### config.mk
export PLATFORM = sky130hd
export DESIGN_NAME = otg_role_filter
export DESIGN_NICKNAME = d
export VERILOG_FILES = /design/src/rtl/otg_role_pkg.sv /design/src/rtl/id_sync.sv /design/src/rtl/role_select.sv /design/src/rtl/settle_timer.sv /design/src/rtl/otg_role_filter.sv
export SDC_FILE = /design/constraint.sdc
export NUM_CORES = 1
export LEC_CHECK = 0
export BUFFER_PORTS_ARGS = -buffer_cell sky130_fd_sc_hd__buf_4
export CORE_ASPECT_RATIO = 0.75
export CORE_MARGIN = 3
export CORE_UTILIZATION = 45
export CTS_BUF_LIST = sky130_fd_sc_hd__clkbuf_8
export DETAILED_ROUTE_END_ITERATION = 6
export SLEW_MARGIN = 10
export SYNTH_ARGS = -nofsm -noshare
export SYNTH_HDL_FRONTEND = slang
export SYNTH_SLANG_ARGS = --single-unit
### constraint.sdc
create_clock -name clk -period 3.3 [get_ports clk]
set_input_delay 0.33 -clock clk [delete_from_list [all_inputs] [get_ports clk]]
set_output_delay 0.33 -clock clk [all_outputs]
set_load 0.02 [all_outputs]
### src/rtl/otg_role_pkg.sv
package otg_role_pkg;

  // ID pin level that means "device"; the synchronizer resets to it.
  localparam logic ID_DEVICE_LEVEL = 1'b1;

  // Requested role: force_host beats force_dev, which beats the pin.
  function automatic logic pick_host(input logic id_level,
                                     input logic f_host,
                                     input logic f_dev);
    if (f_host)      return 1'b1;
    else if (f_dev)  return 1'b0;
    else             return (id_level != ID_DEVICE_LEVEL);
  endfunction

endpackage

### src/rtl/id_sync.sv
module id_sync #(
  parameter int STAGES = 2
) (
  input  logic clk,
  input  logic rst,
  input  logic d_async,
  output logic q_sync
);
  import otg_role_pkg::*;

  logic [STAGES-1:0] chain;

  generate
    for (genvar i = 0; i < STAGES; i++) begin : g_stage
      if (i == 0) begin : g_first
        always_ff @(posedge clk) begin
          if (rst) chain[0] <= ID_DEVICE_LEVEL;
          else     chain[0] <= d_async;
        end
      end else begin : g_next
        always_ff @(posedge clk) begin
          if (rst) chain[i] <= ID_DEVICE_LEVEL;
          else     chain[i] <= chain[i-1];
        end
      end
    end
  endgenerate

  assign q_sync = chain[STAGES-1];
endmodule

### src/rtl/role_select.sv
module role_select (
  input  logic clk,
  input  logic rst,
  input  logic id_level,
  input  logic force_host,
  input  logic force_dev,
  output logic cand_host,
  output logic restart
);
  import otg_role_pkg::*;

  logic [1:0] force_prev;

  always_ff @(posedge clk) begin
    if (rst) force_prev <= 2'b00;
    else     force_prev <= {force_host, force_dev};
  end

  always_comb begin
    cand_host = pick_host(id_level, force_host, force_dev);
    restart   = ({force_host, force_dev} != force_prev);
  end

  // with force_host held, the requested role is host
  a_r4_host_wins: assert property (@(posedge clk) disable iff (rst)
    force_host |-> cand_host);
endmodule

### src/rtl/settle_timer.sv
module settle_timer #(
  parameter int SETTLE_CYCLES = 300000
) (
  input  logic clk,
  input  logic rst,
  input  logic filter_en,
  input  logic cand_host,
  input  logic restart,
  output logic role_host,
  output logic role_chg,
  output logic busy
);
  localparam int CW = (SETTLE_CYCLES > 2) ? $clog2(SETTLE_CYCLES) : 1;
  localparam logic [CW-1:0] LAST = CW'(SETTLE_CYCLES - 1);

  logic [CW-1:0] cnt;
  logic          role_q;
  logic          chg_q;

  always_ff @(posedge clk) begin
    if (rst) begin
      cnt    <= '0;
      role_q <= 1'b0;
      chg_q  <= 1'b0;
    end else if (!filter_en) begin
      cnt    <= '0;
      role_q <= cand_host;
      chg_q  <= (cand_host != role_q);
    end else if (cand_host == role_q || restart) begin
      cnt    <= '0;
      chg_q  <= 1'b0;
    end else if (cnt == LAST) begin
      cnt    <= '0;
      role_q <= cand_host;
      chg_q  <= 1'b1;
    end else begin
      cnt    <= cnt + 1'b1;
      chg_q  <= 1'b0;
    end
  end

  assign role_host = role_q;
  assign role_chg  = chg_q;
  assign busy      = filter_en && (cand_host != role_q);

  // the counter stays inside the settle window
  a_r2_cnt_in_range: assert property (@(posedge clk) disable iff (rst)
    cnt <= LAST);

  // the pulse marks exactly the cycles where the role moved
  a_r8_chg_on_move: assert property (@(posedge clk) disable iff (rst)
    role_chg |-> (role_host != $past(role_host)));
  a_r8_move_has_chg: assert property (@(posedge clk) disable iff (rst)
    (role_host != $past(role_host)) |-> role_chg);

  // in filtered mode, no change without a pending count
  a_r7_idle_no_change: assert property (@(posedge clk) disable iff (rst)
    (filter_en && !busy) |=> !role_chg);

  // bypass mode never reports busy
  a_r9_bypass_not_busy: assert property (@(posedge clk) disable iff (rst)
    !filter_en |-> !busy);
endmodule

### src/rtl/otg_role_filter.sv
module otg_role_filter #(
  parameter int SETTLE_CYCLES = 300000,
  parameter int SYNC_STAGES   = 2
) (
  input  logic clk,
  input  logic rst,
  input  logic filter_en,
  input  logic id_raw,
  input  logic force_host,
  input  logic force_dev,
  output logic role_host,
  output logic role_chg,
  output logic busy
);
  logic id_s;
  logic cand_host;
  logic restart;

  id_sync #(.STAGES(SYNC_STAGES)) u_sync (
    .clk     (clk),
    .rst     (rst),
    .d_async (id_raw),
    .q_sync  (id_s)
  );

  role_select u_sel (
    .clk        (clk),
    .rst        (rst),
    .id_level   (id_s),
    .force_host (force_host),
    .force_dev  (force_dev),
    .cand_host  (cand_host),
    .restart    (restart)
  );

  settle_timer #(.SETTLE_CYCLES(SETTLE_CYCLES)) u_timer (
    .clk       (clk),
    .rst       (rst),
    .filter_en (filter_en),
    .cand_host (cand_host),
    .restart   (restart),
    .role_host (role_host),
    .role_chg  (role_chg),
    .busy      (busy)
  );

  // the first cycle out of reset reports device
  a_r1_device_after_reset: assert property (@(posedge clk)
    $past(rst) |-> (!role_host && !role_chg));
endmodule

# Word level (Yosys, flattened, before mapping)
# Index checks and enable logic that the tools add are counted.
dict set report op_classes {
  add_sub_neg 1
  n_eq_ne 6
  n_mux 8
  bitwise_logic 2
  reduce_logical 4
}
# cell count
set op_table {}
lappend op_table {{19-bit by 1-bit adder with 19-bit output, second input constant} 1}
lappend op_table {{19-bit == test, second input constant} 1}
lappend op_table {{1-bit two-way mux} 8}
lappend op_table {{4-bit OR reduction} 1}
lappend op_table {{2-bit by 1-bit inequality test with 1-bit output, second input constant} 1}
lappend op_table {{2-bit inequality test} 1}
lappend op_table {{2-bit inequality test, second input constant} 1}
lappend op_table {{1-bit NOT} 2}
lappend op_table {{2-bit AND reduction} 1}
lappend op_table {{1-bit == test} 1}
lappend op_table {{1-bit logical AND} 1}
lappend op_table {{1-bit logical OR} 1}
lappend op_table {{1-bit inequality test} 1}
dict set report word_totals {
  reg_bits 25
  input_bits 6
  wordCells 27
}

# Logic depth before layout (Yosys ltp)
dict set report depth {
  depth_word 7
  depth_mapped 6
}

# By module
# A second synthesis with hierarchy kept.
dict set report hier_totals {
  hier_cells 126
  area_unflattened_um2 1109.8
}
# mod n_inst cells_each area_per_inst_um2 seq_area_each_um2
set by_module_without_submodules {}
lappend by_module_without_submodules {settle_timer 1 114 975.9 420.4}
lappend by_module_without_submodules {role_select 1 8 81.3 40.0}
lappend by_module_without_submodules {id_sync 1 4 52.6 40.0}

# Worst setup path before layout
# Ideal clock, no wire load.
dict set report synth_path {
  path_type {reg-to-reg}
  start {reg u_timer.role_q (netlist: u_timer.role_host)}
  end {reg u_timer.role_q (netlist: u_timer.role_host)}
  arrival_ns 1.836
  required_ns 3.178
  slack_ns 1.342
  path_stages_with_launch 6
  n_path_buf 0
  path_cell_list {dfxtp_1 or4_1 a311o_1 a2111o_1 a21oi_1 a211oi_1}
}
dict set report synth_between {
  elab_chain_len 4
}
# element line
set synth_lines {}
lappend synth_lines {{start, declared} settle_timer.sv:17} ;# logic role_q;
lappend synth_lines {{start signal, assigned} settle_timer.sv:27} ;# role_q <= cand_host;
lappend synth_lines {{start signal, assigned} settle_timer.sv:34} ;# role_q <= cand_host;
lappend synth_lines {{1-bit == test} settle_timer.sv:29} ;# end else if (cand_host == role_q || restart) begin
lappend synth_lines {{1-bit logical OR} settle_timer.sv:29}
lappend synth_lines {{2-bit inequality test (no line)} -}
lappend synth_lines {{2-bit AND reduction (no line)} -}
# No other way between the ends.
# A chain may end at the register's enable or synchronous reset.

# Final worst setup path
# Ends and elaborated chain as after synthesis.

==> metrics.txt <==
status=complete, no violations; Global Route Usage Sum=between 10 and 15%; Slowest cell on crit path=or4_1; Cell variety after synth=32; register area share after synthesis=between 40% and 50%; clk_skew=0.00550 ns; highest-count cells in the layout ignoring fill and taps=25 x dfxtp_1, 20 x nor2_1, 15 x xor2_1; VDD IR-drop max=around 0.00025 V; sequential power share=approximately 60%; GP Congestion=between 0.7 and 0.8; clock-pin slew on the worst setup and hold paths=roughly 0.090 ns; syn avg cell area=9.55 um2; grt total ovfl=0; clock power share=34.3%; Req. time, crit path=3.46 ns; Final ANT Viol Nets=0; combinational share of power=5.7%; largest net degree at the start of global routing=15; largest cells by area after synthesis=dfxtp_1 44%, xor2_1 12%, nor2_1 6.7%, nand3_1 4.0%, xnor2_1 3.1%; setup TNS=0 ns; max-cap violation count=0; Nets=136; final core utilization=54.2%; Row Count=15; Max Clk Rate=506 MHz; leak pwr=0.465 nW; root buf cell=clkbuf_8; Synth warnings=0; CP max FO=7; min cycle time layout=1.98 ns; Slew headroom=66.3%; routed vias/inst=5.04; CTS tree=built; first-pass GRT wire length=around 3500 um; post_cts resized=0; Yosys top cell by area=dfxtp_1; RSZ-0062 raised after global routing=no; Crit Path Class=register to register; # diodes=0; Internal=0.000405 W; #FFs+latches synth=25; Top-Level Pins=9; die area=3150 um2; clock sinks=25; gr busiest metal=met2; DRC violations left=0; First-pass DRT Iterations=4; Mapped Area=1130 um2; met2 Use GR=21.6%; Post-DP HPWL=1420 um; initial antenna violation count=0; flop2flop setup slack=between 1 and 1.5 ns; max incr delay on CP=0.54 ns; Synth Instances=118; count of final setup violators=0; Power Total=between 0.0005 and 0.0006 W; Arrival @ worst endpoint=2.13 ns; layout cell share with drive strength beyond 1=17.2%; starting density of the core=between 40% and 50%; CP Buf/Inv Count=0; CP Launch Type=register; number of I/O port buffers=8; Worst-Margin Slew=between 0.5 and 0.6 ns; vias in the first global route=~770; clk_lat worst skew=0.27 ns; Post-CTS Hold Buffers=0; max-slew violation count=0; period utilization=59.9%; P per Cell Area=405 nW/um2; commonest non-fill, non-tap cell in the layout=dfxtp_1; Top delay family on crit path=compound AO/OA/AOI/OAI gates; Post-CTS Setup Inserts=0; Die Height=49.3 um; routed via count=816; Hold Path Class=input port to register; 1st-iter DRT viols=28; GR Layer Usage met3=5.53%; GRT met1 Usage=18.6%; Num CTS Buffers=3; final count of hold timing violations=0; filler instances=231; Total Routed Length=1920 um; CP Cell Sequence=or4_1, a311o_1, a2111o_1, a21oi_1, a211oi_1; post-synth top area share=between 40 and 50%; H-tree Lvls=1; Std-Cell Core Area=2350 um2; sw frac=21.3%; P&R area growth vs syn=12.8%; DR WL/cell=around 12 um; syn nets=125; clock tree buffer depth=2; die width=about 64 um; P_sw=0.000110 W; CP endpoint kind=register
kinds of logic after synthesis:
kind of cell	after synthesis	synth area share, %
xor gates and xnor gates	19	14.8
and+or+nand+nor	61	32.4
buffers and inverters	5	1.78
DFF	25	44.4
adders and majority gates	1	1.11
AOI/OAI and AO/OA	7	5.55
sequential cells by signal, summed over array words and instances (netlist names):
signal             flops
u_timer.cnt           19
u_timer.role_chg       1
u_sync.q_sync          1
u_timer.role_host      1
u_sync.chain           1
u_sel.force_prev       2
final cells by class:
| type | count | area (um2) | area share [%] |
|---|---|---|---|
| multi-input cells | 88 | 607 | 47.7 |
| flip-flops and latches | 25 | 500 | 39.4 |
| repair buffers | 9 | 67.6 | 5.31 |
| well taps | 34 | 42.5 | 3.35 |
| clock buffers | 3 | 41.3 | 3.25 |
| inverters | 2 | 7.51 | 0.591 |
| clock inverters | 1 | 5.00 | 0.394 |
worst paths after layout:
| path | from | to | cells after the start |
|---|---|---|---|
| max | u_timer.role_host | u_timer.role_host | 5 |
| min | id_raw | u_sync.chain[0] | 2 |
| max reg2reg | u_timer.role_host | u_timer.role_host | 5 |
| min reg2reg | u_sync.chain[0] | u_sync.q_sync | 1 |
power by group through the flow:
stage          Combinational [W]  Clock, W  Sequential, W
3_3_place_gp           0.0000293         0       0.000316
6_report               0.0000292  0.000177       0.000309
2_1_floorplan          0.0000142         0       0.000318
5_1_grt                0.0000319  0.000202       0.000310
4_1_cts                0.0000295  0.000186       0.000309
3_5_place_dp           0.0000295         0       0.000316
Yosys cell counts, drive strengths merged:
cell type  instances
a2111o             1
a211oi             1
a21oi              2
a311o              1
and2               1
and2b              1
and3               3
and4               2
buf                1
clkbuf             2
dfxtp             25
ha                 1
inv                2
nand2              7
nand2b             1
nand3              9
nand4              5
nand4b             2
nand4bb            1
nor2              20
nor2b              3
nor4               1
nor4b              2
o21bai             1
o311ai             1
or2                2
or4                1
xnor2              4
xor2              15
metrics by stage:
step	instance area [um2]	setup WS, ns	hold WS (ns)	std cells
floorplan	1130	1.34	0.389	118
global placement	1220	1.32	0.394	158
detailed placement	1220	1.29	0.398	158
CTS	1270	1.31	0.238	162
global route	1270	1.23	0.236	162
finish	1270	1.32	0.243	162
per-layer routing:
layer | vias up | share of wire, %
li1 | 426 | -
met1 | 380 | 52
met2 | 8 | 43
met3 | 2 | 3.5
met4 | 0 | 0.73
met5 | - | 0
Power figures use the tool's default switching activity.
